## src/rtl/mbox_rx_pkg.sv

```systemverilog
package mbox_rx_pkg;
  localparam int ADDR_W = 6;
  localparam logic [ADDR_W-1:0] OFS_ID    = 6'h00;
  localparam logic [ADDR_W-1:0] OFS_LO    = 6'h04;
  localparam logic [ADDR_W-1:0] OFS_HI    = 6'h08;
  localparam logic [ADDR_W-1:0] OFS_TRIG  = 6'h0C;
  localparam logic [ADDR_W-1:0] OFS_FLUSH = 6'h10;
  localparam logic [ADDR_W-1:0] OFS_STAT  = 6'h14;
  localparam logic [ADDR_W-1:0] OFS_PEND  = 6'h18;
  localparam logic [ADDR_W-1:0] OFS_MASK  = 6'h1C;
  localparam logic [ADDR_W-1:0] OFS_DEPTH = 6'h24;
  localparam int ID_W   = 3;
  localparam int MSG_W  = 64;
  localparam int MASK_W = 5;

  typedef struct packed {
    logic push;
    logic pop;
    logic flush;
  } fifoStrb_t;
endpackage

```

## src/rtl/mbox_rx_ctrl.sv

```systemverilog
module mbox_rx_ctrl
  import mbox_rx_pkg::*;
(
  input  logic                  clk,
  input  logic                  rstN,
  input  logic                  pushValid,
  input  logic                  regWe,
  input  logic [ADDR_W-1:0]     regAddr,
  input  logic [31:0]           regWdata,
  input  logic                  fifoEmpty,
  input  logic                  fifoFull,
  output fifoStrb_t             strb,
  output logic                  pendingQ,
  output logic [MASK_W-1:0]     maskQ
);
  logic trigWr, flushWr, clrWr, maskWr;

  always_comb begin
    trigWr  = regWe && (regAddr == OFS_TRIG)  && regWdata[0];
    flushWr = regWe && (regAddr == OFS_FLUSH) && !regWdata[0];
    clrWr   = regWe && (regAddr == OFS_PEND)  && regWdata[0];
    maskWr  = regWe && (regAddr == OFS_MASK);
    strb.flush = flushWr;
    strb.pop   = trigWr && !fifoEmpty && !flushWr;
    strb.push  = pushValid && !fifoFull && !flushWr;
  end

  always_ff @(posedge clk or negedge rstN) begin
    if (!rstN) begin
      pendingQ <= 1'b0;
      maskQ    <= '1;
    end else begin
      if (clrWr || flushWr) pendingQ <= 1'b0;
      else if (!fifoEmpty)  pendingQ <= 1'b1;
      if (maskWr) maskQ <= regWdata[MASK_W-1:0];
    end
  end
endmodule

```

## src/rtl/mbox_rx_dpath.sv

```systemverilog
module mbox_rx_dpath
  import mbox_rx_pkg::*;
#(
  parameter int DEPTH = 8,
  localparam int AW = (DEPTH > 1) ? $clog2(DEPTH) : 1
)(
  input  logic             clk,
  input  logic             rstN,
  input  fifoStrb_t        strb,
  input  logic [ID_W-1:0]  pushId,
  input  logic [MSG_W-1:0] pushMsg,
  output logic [ID_W-1:0]  headId,
  output logic [MSG_W-1:0] headMsg,
  output logic [AW-1:0]    rdPtr,
  output logic [AW-1:0]    wrPtr,
  output logic             fullFlag,
  output logic             fifoEmpty
);
  localparam logic [AW-1:0] LAST = AW'(DEPTH - 1);

  logic [ID_W+MSG_W-1:0] store [DEPTH];
  logic [AW-1:0] wrNext, rdNext;

  always_comb begin
    wrNext    = (wrPtr == LAST) ? '0 : wrPtr + 1'b1;
    rdNext    = (rdPtr == LAST) ? '0 : rdPtr + 1'b1;
    fifoEmpty = (wrPtr == rdPtr) && !fullFlag;
    {headId, headMsg} = store[rdPtr];
  end

  always_ff @(posedge clk or negedge rstN) begin
    if (!rstN) begin
      rdPtr    <= '0;
      wrPtr    <= '0;
      fullFlag <= 1'b0;
    end else if (strb.flush) begin
      rdPtr    <= '0;
      wrPtr    <= '0;
      fullFlag <= 1'b0;
    end else begin
      if (strb.push) wrPtr <= wrNext;
      if (strb.pop)  rdPtr <= rdNext;
      if (strb.pop)  fullFlag <= 1'b0;
      else if (strb.push && (wrNext == rdPtr)) fullFlag <= 1'b1;
    end
  end

  always_ff @(posedge clk) begin
    if (strb.push) store[wrPtr] <= {pushId, pushMsg};
  end
endmodule

```

## src/rtl/mbox_rx_fifo.sv

```systemverilog
module mbox_rx_fifo
  import mbox_rx_pkg::*;
#(
  parameter int DEPTH = 8,
  localparam int AW = (DEPTH > 1) ? $clog2(DEPTH) : 1
)(
  input  logic        clk,
  input  logic        rstN,
  input  logic        pushValid,
  input  logic [2:0]  pushId,
  input  logic [63:0] pushMsg,
  input  logic        regWe,
  input  logic [5:0]  regAddr,
  input  logic [31:0] regWdata,
  output logic [31:0] regRdata,
  output logic        irqOut
);
  fifoStrb_t         strb;
  logic [ID_W-1:0]   headId;
  logic [MSG_W-1:0]  headMsg;
  logic [AW-1:0]     rdPtr, wrPtr;
  logic              fullFlag, fifoEmpty, pendingQ;
  logic [MASK_W-1:0] maskQ;

  mbox_rx_ctrl u_ctrl (
    .clk(clk), .rstN(rstN), .pushValid(pushValid), .regWe(regWe),
    .regAddr(regAddr), .regWdata(regWdata), .fifoEmpty(fifoEmpty),
    .fifoFull(fullFlag), .strb(strb), .pendingQ(pendingQ), .maskQ(maskQ)
  );

  mbox_rx_dpath #(.DEPTH(DEPTH)) u_dpath (
    .clk(clk), .rstN(rstN), .strb(strb), .pushId(pushId), .pushMsg(pushMsg),
    .headId(headId), .headMsg(headMsg), .rdPtr(rdPtr), .wrPtr(wrPtr),
    .fullFlag(fullFlag), .fifoEmpty(fifoEmpty)
  );

  assign irqOut = pendingQ && !maskQ[0];

  always_comb begin
    regRdata = '0;
    case (regAddr)
      OFS_ID:    regRdata[ID_W-1:0] = headId;
      OFS_LO:    regRdata = headMsg[31:0];
      OFS_HI:    regRdata = headMsg[63:32];
      OFS_STAT:  begin
        regRdata[0]     = fullFlag;
        regRdata[23:16] = 8'(wrPtr);
        regRdata[31:24] = 8'(rdPtr);
      end
      OFS_PEND:  regRdata[0] = pendingQ;
      OFS_MASK:  regRdata[MASK_W-1:0] = maskQ;
      OFS_DEPTH: regRdata = 32'(DEPTH - 1);
      default:   regRdata = '0;
    endcase
  end
endmodule

```

## config.mk

```make
export PLATFORM = sky130hd
export DESIGN_NAME = mbox_rx_fifo
export DESIGN_NICKNAME = d
export VERILOG_FILES = /design/src/rtl/mbox_rx_pkg.sv /design/src/rtl/mbox_rx_ctrl.sv /design/src/rtl/mbox_rx_dpath.sv /design/src/rtl/mbox_rx_fifo.sv
export SDC_FILE = /design/constraint.sdc
export NUM_CORES = 1
export LEC_CHECK = 0
export BUFFER_PORTS_ARGS = -buffer_cell sky130_fd_sc_hd__buf_2
export CAP_MARGIN = 20
export CORE_MARGIN = 2
export CORE_UTILIZATION = 37
export CTS_CLUSTER_SIZE = 10
export DETAILED_ROUTE_END_ITERATION = 16
export GPL_ROUTABILITY_DRIVEN = 0
export GPL_TIMING_DRIVEN = 0
export PLACE_DENSITY = 0.64
export SYNTH_ARGS = -nofsm -noshare
export SYNTH_HDL_FRONTEND = slang
export SYNTH_SLANG_ARGS = --single-unit
```

## constraint.sdc

```tcl
create_clock -name clk -period 10.8 [get_ports clk]
set_input_delay 2.16 -clock clk [delete_from_list [all_inputs] [get_ports clk]]
set_output_delay 2.16 -clock clk [all_outputs]
set_load 0.03 [all_outputs]
```

==> impl_metrics.toml, run 1 <==
[global_routing]
grt_pass1_wl_um = 71500
globalRoute.totalOverflow = 0
initial_antenna_violation_count = 12
grt_max_degree = 27
grt_use_total = 0.1655
via_count_of_the_first_global_routing_pass = 10880

[placement]
placed_cells = 1887
post-dp-hpwl_um = 33260
io_buffers = 114

[setup_path]
crit_fanout = 10
slowest_delay_ps = 610
criticalPathCategory = "in2out"
worst_ep_arrival_time_ps = 4510
critPathMostFrequentCell = "buf_2"
buffers_inverters_on_critical_path = 3
endpoint_kind = "output port"
worst_path_dominant_cell_family = "simple AND/OR/NAND/NOR gates"
worst_path_max_delay_cell = "nor4_4"
reg2reg_slack_ps = 7880
timing.critical_path.required_ps = 8640
crit_path_cell_trace = "buf_2 -> nor4_4 -> nand2_1 -> clkbuf_1 -> o22ai_1 -> buf_2"
critical_path.startpoint_type = "input port"

[yosys]
post_synth_inst_count = 953
syn_area_per_cell_um2 = 22.28
synthesis.nets = 1066
synth_top_area_frac = 0.7581
synth_ff_type = "edfxtp_1"
asyncSetResetFlopFracSynth = 0.02368
synth.top_cells.by_area = "edfxtp_1 (76%), mux4_2 (14%), mux2i_1 (2.1%)"
ys_ff_latch = 549
synth-edff-count = 536
mapped_cell_area_mm2 = 0.02123
cell_type_with_the_largest_total_area_after_synthesis = "edfxtp_1"
synth_warnings = 0
netlist_top_cells_count = "edfxtp_1 (536), mux4_2 (134), mux2i_1 (45)"
synthDistinctLibCells = 49
synthMostInstantiatedCell = "edfxtp_1"
seq_area_frac_synth = 0.7737

[timing]
hold-worst-slack_ps = 565.7
setup_violations = 0
maxSlewHeadroom = 0.3417
final_min_period_over_clock_period = 0.6176
finClkSkew_ps = 33.27
f_max_mhz = 149.9
rsz0062_at_grt = "no"
total_negative_slack_for_setup_checks_ps = 0
layout_min_cycle_time_ps = 6671
slew_violations = 0
tightestPinTransition_ps = 987.4
timing_hold_violations_final = 0

[detailed_routing]
route.detailed.vias_per_inst = 5.349
antenna_violating_nets_post_route = 0
wire_per_inst_um = 24.84
dr_drc_count = 0
firstDrtPassIters = 7
vias = 10530
initialDrtViolationCount = 1001
totalWireLength_um = 48910

[floorplanning]
die_area_mm2 = 0.05931
dieWidth_um = 243.5
design.core.area_mm2 = 0.05660
initial_core_util = 0.3751
vertical_die_dimension_um = 243.5
ios = 142
num_rows = 87

[layout]
finish.net_count = 1307
multi_input_comb_area_mm2 = 0.004606
seqCellArea_mm2 = 0.01643
syn_to_final_growth_pct = 18.09
finish.utilization = 0.4429
nFillCells = 4850
ratio_of_cells_with_drive_above_1_in_the_final_layout = 0.3573
instances_no_fill = 1969

[cts]
post-cts-setup-buffer-count = 0
cts_buffer_depth = 3
htreeDepth = 2
cts.sinks = 549
cts.hold.buffers_added = 0
worst_skew_pair.late_latency_ps = 630
cts_inserted_buffers = 61
cts_resized = 0
clk_root_buffer_cell = "clkbuf_16"
path_clk_slew_ps = 60
tritoncts = "yes"

[pwr]
peakVddDrop_mv = 0.1308
power.static_leakage_nw = 7.994
power_density_mw_per_mm2 = 185.5
total_power_mw = 4.652

[flow_run]
maxCapViolCount = 0

[outcome]
run_status = "complete, no violations"

[min_path]
worstHoldPathType = "reg2reg"
## state kept, by name (all words and copies together), names as in the netlist
name / flops
u_dpath.fullFlag: 1
u_dpath.wrPtr: 3
u_ctrl.maskQ: 5
u_ctrl.pendingQ: 1
u_dpath.store: 536
u_dpath.rdPtr: 3
## layout by cell type (no fill, tap or decap), types with 5 or more instances in the layout
cell type    n
clkbuf_16   61
buf_6       25
a21oi_1     17
buf_1        7
nand3_1     12
mux4_2     134
buf_4       41
dfrtp_1      8
o22ai_1     27
dfstp_2      5
a21o_1       6
edfxtp_1   536
nand2_1     25
mux2_2       5
clkbuf_1    28
buf_2      135
mux2i_1     45
nor2_1      12
o21ai_0      7
## cell families (layout without fill, tap and decap cells)
kind of cell | Yosys count | after routing | share of synthesized area
flops | 549 | 549 | 0.7737
buf+inv | 53 | 309 | 0.01167
compound gates | 72 | 72 | 0.02110
xor+xnor | 5 | 5 | 0.002062
simple gates | 86 | 86 | 0.02310
fa+ha+maj | 4 | 4 | 0.002357
mux | 184 | 184 | 0.1660
other cells | 0 | 4 | 0
## worst reg2reg max path, stage by stage (launching register included)
cell     delay [ps]
dfrtp_1         350
buf_1           370
or2b_2          420
nor4_2          750
buf_4           320
buf_4           200
buf_4           200
## power breakdown
group / switching, mW / internal [mW] / leakage (nW)
logic: 0.247 / 0.191 / 2.23
registers: 0.0177 / 2.42 / 4.97
clock network: 0.768 / 1.01 / 0.793
## final timing paths
check / depth (start not counted) / endpoint / from
max in group asynchronous: 1 / u_ctrl.maskQ[2] / rstN
hold reg to reg: 2 / u_ctrl.pendingQ / u_ctrl.pendingQ
setup / recovery: 6 / regRdata[20] / regAddr[5]
setup reg to reg: 6 / u_dpath.store[4][11] / u_dpath.wrPtr[2]
min in group asynchronous: 1 / u_ctrl.pendingQ / rstN
hold / removal: 2 / u_ctrl.pendingQ / u_ctrl.pendingQ
## metrics by stage
stage / instance area, µm² / setup slack [ps]
finish: 25070 / 4130
global route: 25070 / 4036
CTS: 25060 / 4133
detailed placement: 23420 / 4140
global placement: 22750 / -7055
floorplan: 21230 / 744.5
## metal layers
metal,global-route usage,vias to the layer above,share of wire
met2,0.2692,394,0.49
li1,-,4500,-
met3,0.03613,93,0.071
met4,0.05667,16,0.025
met5,0,-,0.0019
met1,0.2215,5530,0.41
## cell type report
cell class,instances,area share
clock inverters,5,0.002795
clock buffers,73,0.06268
repair buffers,178,0.04766
flip-flops and latches,549,0.6552
inverters,3,0.0004491
multi-input cells,351,0.1837
plain buffers,50,0.009432
diodes,4,0.0003992
well taps,756,0.03773
No activity file was read; power rests on OpenSTA's default activity.
==> run 2: changes to the inputs <==
clock period = 6.3 ns   (was 10.8 ns; I/O delays follow)
==> run 2 against run 1 <==
Against the previous run:
- combinational power up 76%
- sequential share of layout area down 0.38 points
- largest power group unchanged
- largest cell class unchanged
- sequential power up 71%
- clock power up 71%
- final area up 0.58%
- register-to-register slack worse by 4700 ps
- core utilization up 0.26 points
- highest routed layer unchanged
- critical path depth unchanged
- total power up 72%
- count of clock-buffer cells in the layout up 1
==> impl_metrics.toml, run 2 (synthesis gave the netlist of run 1 again) <==
[outcome]
run_status = "complete, no violations"

[pwr]
cell_internal_pwr_mw = 6.218
power_frac_seq = 0.522
peakVddDrop_mv = 0.2165
total_power_mw = 7.996
power.net_switching_mw = 1.778
power_density_mw_per_mm2 = 317.0
clockPowerShare = 0.381
power.static_leakage_nw = 7.979
power_switching_share = 0.2223
power.share.combinational = 0.097

[timing]
tightestPinTransition_ps = 967.0
setup_violations = 0
timing_hold_violations_final = 0
rsz0062_at_grt = "no"
final_min_period_over_clock_period = 0.7622
maxSlewHeadroom = 0.3554
hold-worst-slack_ps = 548.7
total_negative_slack_for_setup_checks_ps = 0
slew_violations = 0
f_max_mhz = 208.3
layout_min_cycle_time_ps = 4802
finClkSkew_ps = 20.16
layout_setup_ws_ps = 1498

[global_routing]
grt_use_total = 0.1666
grt_max_degree = 26
via_count_of_the_first_global_routing_pass = 10920
grt_pass1_wl_um = 72130
globalRoute.totalOverflow = 0
initial_antenna_violation_count = 11

[placement]
placed_cells = 1871
dpl_worst_slack_ps = 1500
post-dp-hpwl_um = 33450
detailed_place.area_mm2 = 0.02357
io_buffers = 114

[floorplanning]
dieWidth_um = 243.5
vertical_die_dimension_um = 243.5
ios = 142
design.core.area_mm2 = 0.05660
initial_core_util = 0.3751
die_area_mm2 = 0.05931
num_rows = 87

[layout]
postLayoutCellArea_mm2 = 0.02522
max_flop_register = "u_dpath.store"
biggestRegsByFlops = "u_dpath.store (536), u_ctrl.maskQ (5)"
mostFrequentLayoutCell = "edfxtp_1"
largest_register_ffs = 536
ratio_of_cells_with_drive_above_1_in_the_final_layout = 0.3490
finish.net_count = 1291
instances_no_fill = 1951
most_used_cells_in_the_layout_excluding_fill_and_tap_cells = "edfxtp_1 (536), buf_2 (135), mux4_2 (134), clkbuf_16 (61), mux2i_1 (45)"
syn_to_final_growth_pct = 18.78
finish.utilization = 0.4455

[setup_path]
crit_fanout = 10
worst_path_dominant_cell_family = "simple AND/OR/NAND/NOR gates"
critPathMostFrequentCell = "buf_2"
worst_path_max_delay_cell = "nor4_4"
critical_path.startpoint_type = "input port"
endpoint_kind = "output port"
timing.critical_path.required_ps = 5040
criticalPathCategory = "in2out"
buffers_inverters_on_critical_path = 3
worst_ep_arrival_time_ps = 3540
slowest_delay_ps = 590
crit_path_cell_trace = "buf_2 -> nor4_4 -> nand2_1 -> clkbuf_1 -> o22ai_1 -> buf_2"

[cts]
cts_inserted_buffers = 61
clk_root_buffer_cell = "clkbuf_16"
htreeDepth = 2
cts_resized = 0
post-cts-setup-buffer-count = 0
cts_buffer_depth = 3
cts.hold.buffers_added = 0
path_clk_slew_ps = 60
tritoncts = "yes"
cts.sinks = 549
worst_skew_pair.late_latency_ps = 610

[detailed_routing]
initialDrtViolationCount = 1023
firstDrtPassIters = 5
antenna_violating_nets_post_route = 0
vias = 10520
dr_drc_count = 0
wire_per_inst_um = 25.27
route.detailed.vias_per_inst = 5.390
totalWireLength_um = 49300

[flow_run]
maxCapViolCount = 0

[min_path]
worstHoldPathType = "in2async"
## run 2: path summary, 6_finish.rpt
path                       cells past startpoint  slack (ps)                   end        startpoint
max                                            6        1500          regRdata[13]        regAddr[5]
min                                            1         550       u_ctrl.pendingQ              rstN
min in group clk                               2         600       u_ctrl.pendingQ   u_ctrl.pendingQ
max reg2reg                                    7        3160  u_dpath.store[4][45]  u_dpath.wrPtr[2]
min reg2reg                                    2         600       u_ctrl.pendingQ   u_ctrl.pendingQ
max in group asynchronous                      1        5470       u_ctrl.maskQ[1]              rstN
## run 2: metal layers
metal / up-vias / GRT usage / part of all wire
li1: 4484 / - / -
met1: 5586 / 0.2177 / 0.41
met5: - / 0 / 0.0021
met2: 344 / 0.2807 / 0.50
met3: 83 / 0.04296 / 0.071
met4: 18 / 0.03766 / 0.017
## run 2: area by class of cell
class	instances	area, µm²
antenna	3	7.507
clock buffer	74	1585
sequential	549	16430
tap	756	945.9
clock inverter	3	55.05
fill	4792	31390
timing repair buffer	162	1313
buffer	50	236.5
multi-input combinational	351	4638
inverter	3	11.26
## run 2: power by group through the flow
stage | clock network, mW | registers, mW | logic [mW]
after detailed placement | 0 | 4.25 | 0.782
after global routing | 3.25 | 4.18 | 0.832
after global placement | 0 | 4.28 | 0.695
after floorplan | 0 | 4.26 | 0.479
final | 3.05 | 4.18 | 0.772
after CTS | 3.11 | 4.18 | 0.786
## run 2: worst register-to-register path, cell delays in order (launching register included)
cell and delay, ps:
dfrtp_1 350, buf_1 430, or2b_2 450, nor4_4 790, buf_8 260, buf_8 170, buf_6 200, buf_8 180
==> run 3: changes to the inputs <==
clock period = 4.42 ns   (was 6.3 ns; I/O delays follow)
==> run 3 against run 2 <==
Against the previous run:
- final area grew 0.15%
- worst setup slack lost 1300 ps
- global-route usage shrank 0.16 points
- register-to-register slack lost 1700 ps
- non-clock buffer count shrank 7
- combinational power grew 41%
- critical endpoint is now regRdata[20]
- first-iteration DRC count shrank 10%
- total power grew 43%
- critical path depth grew 1
- flip-flop and latch count is the same
- wire length shrank 2.5%
- via count shrank 2.2%
==> impl_metrics.toml, run 3 (synthesis gave the netlist of run 1 again) <==
[outcome]
run_status = "complete, no violations"

[setup_path]
rr_worst_depth = 7
worst_ep_arrival_time_ps = 3360
regToRegStartpoint = "u_dpath.wrPtr[2]"
cp-startpoint = "u_dpath.rdPtr[1]"
worst_setup_path_end = "regRdata[20]"
worstReg2RegEnd = "u_dpath.store[4][29]"
reg2reg_slack_ps = 1440
endpoint_kind = "output port"
criticalPathCategory = "reg2out"
critical_path.startpoint_type = "flop"
crit_fanout = 10
timing.critical_path.required_ps = 3540

[timing]
timing_hold_violations_final = 0
setup_violations = 0
finClkSkew_ps = 15.91
layout_min_cycle_time_ps = 4243
f_max_mhz = 235.7
total_negative_slack_for_setup_checks_ps = 0
final_min_period_over_clock_period = 0.9600
slew_violations = 0
maxSlewHeadroom = 0.3163
layout_setup_ws_ps = 176.7
rsz0062_at_grt = "no"
tightestPinTransition_ps = 1026

[cts]
path_clk_slew_ps = 60
cts_buffer_depth = 3
cts.sinks = 549
cts_inserted_buffers = 61
htreeDepth = 2
clk_root_buffer_cell = "clkbuf_16"
worst_skew_pair.late_latency_ps = 610
tritoncts = "yes"
post-cts-setup-buffer-count = 0

[placement]
io_buffers = 114
dpl_worst_slack_ps = 273.7
post-dp-hpwl_um = 32590

[global_routing]
initial_antenna_violation_count = 13
grt_pass1_wl_um = 71480
via_count_of_the_first_global_routing_pass = 10730
globalRoute.totalOverflow = 0
grt_use_total = 0.1649
grt_max_degree = 26

[layout]
ratio_of_cells_with_drive_above_1_in_the_final_layout = 0.3439
biggestRegsByFlops = "u_dpath.store (536), u_ctrl.maskQ (5)"
seqCellArea_mm2 = 0.01643
finish.net_count = 1284
mostFrequentLayoutCell = "edfxtp_1"
largest_register_ffs = 536
nFillCells = 4806
multi_input_comb_area_mm2 = 0.004651
syn_to_final_growth_pct = 18.96
finish.utilization = 0.4462
max_flop_register = "u_dpath.store"
most_used_cells_in_the_layout_excluding_fill_and_tap_cells = "edfxtp_1 (536), buf_2 (135), mux4_2 (134), clkbuf_16 (62), mux2i_1 (45)"

[floorplanning]
design.core.area_mm2 = 0.05660
ios = 142
num_rows = 87
vertical_die_dimension_um = 243.5
initial_core_util = 0.3751
die_area_mm2 = 0.05931
dieWidth_um = 243.5

[min_path]
worstHoldPathType = "in2async"

[pwr]
power_density_mw_per_mm2 = 453.2
power.share.combinational = 0.095
cell_internal_pwr_mw = 8.921
clockPowerShare = 0.385
power.net_switching_mw = 2.527
power_switching_share = 0.2207
total_power_mw = 11.45
power.static_leakage_nw = 7.975
power_frac_seq = 0.520
peakVddDrop_mv = 0.2967

[detailed_routing]
dr_drc_count = 0
antenna_violating_nets_post_route = 0
route.detailed.vias_per_inst = 5.258
totalWireLength_um = 48090
wire_per_inst_um = 24.59
initialDrtViolationCount = 917
vias = 10280
firstDrtPassIters = 7

[flow_run]
maxCapViolCount = 0
-- run 3: cell types whose count changed in the layout (fill, tap and decap cells not counted), sizes merged --
cell / delta
buf: -8
clkbuf: +13
clkinv: +1
diode: -1
-- run 3: final cells by class --
class	instances	share of cell area
inverter	3	0.0004458
buffer	50	0.009511
tap	756	0.03745
multi-input combinational	351	0.1841
timing repair buffer	155	0.05112
sequential	549	0.6504
clock buffer	86	0.06499
clock inverter	4	0.001783
antenna	2	0.0001981
-- run 3: per-layer routing --
metal	global-route usage	wire length, µm	part of all wire	vias to the layer above
met3	0.03844	3369	0.070	90
li1	-	-	-	4477
met4	0.04358	926	0.019	18
met2	0.2778	24260	0.50	349
met1	0.2158	19440	0.40	5350
met5	0	91	0.0019	-
-- run 3: repair_timing --
action                                  4_1_cts  5_1_grt
endpoints found under the setup margin        1        8
pin swaps                                     0        0
hold buffers                                  0        0
cloned                                        0        0
gates resized for setup                       1        5
-- run 3: worst min-delay path by stage --
stage	from	to	slack, ps	cells past startpoint
global placement	u_ctrl.pendingQ	u_ctrl.pendingQ	550	2
CTS	rstN	u_dpath.wrPtr[1]	120	1
finish	rstN	u_dpath.wrPtr[1]	160	1
detailed placement	u_ctrl.pendingQ	u_ctrl.pendingQ	550	2
floorplan	u_ctrl.pendingQ	u_ctrl.pendingQ	510	2
global route	rstN	u_dpath.wrPtr[1]	140	1
-- run 3: critical path, cell delays in order, from the launching register on --
cell and delay [ps]:
dfrtp_1 390, buf_4 230, buf_2 310, buf_1 640, mux4_2 330, mux2i_1 90, o22ai_1 460, buf_2 290
-- run 3: metrics by stage --
step / instances / hold slack, ps / area (µm²)
floorplan: 953 / 506.3 / 21310
global placement: 1823 / 547.3 / 22820
detailed placement: 1864 / 552.6 / 23560
CTS: 1954 / 125.0 / 25250
global route: 1954 / 142.3 / 25250
finish: 1956 / 159.9 / 25260
-- run 3: power by group through the flow --
stage          Sequential [mW]  Combinational, mW  Clock [mW]
2_1_floorplan             6.06              0.704           0
3_5_place_dp              6.06               1.11           0
5_1_grt                   5.96               1.18        4.72
6_report                  5.95               1.09        4.40
4_1_cts                   5.95               1.12        4.51
3_3_place_gp              6.08               1.01           0
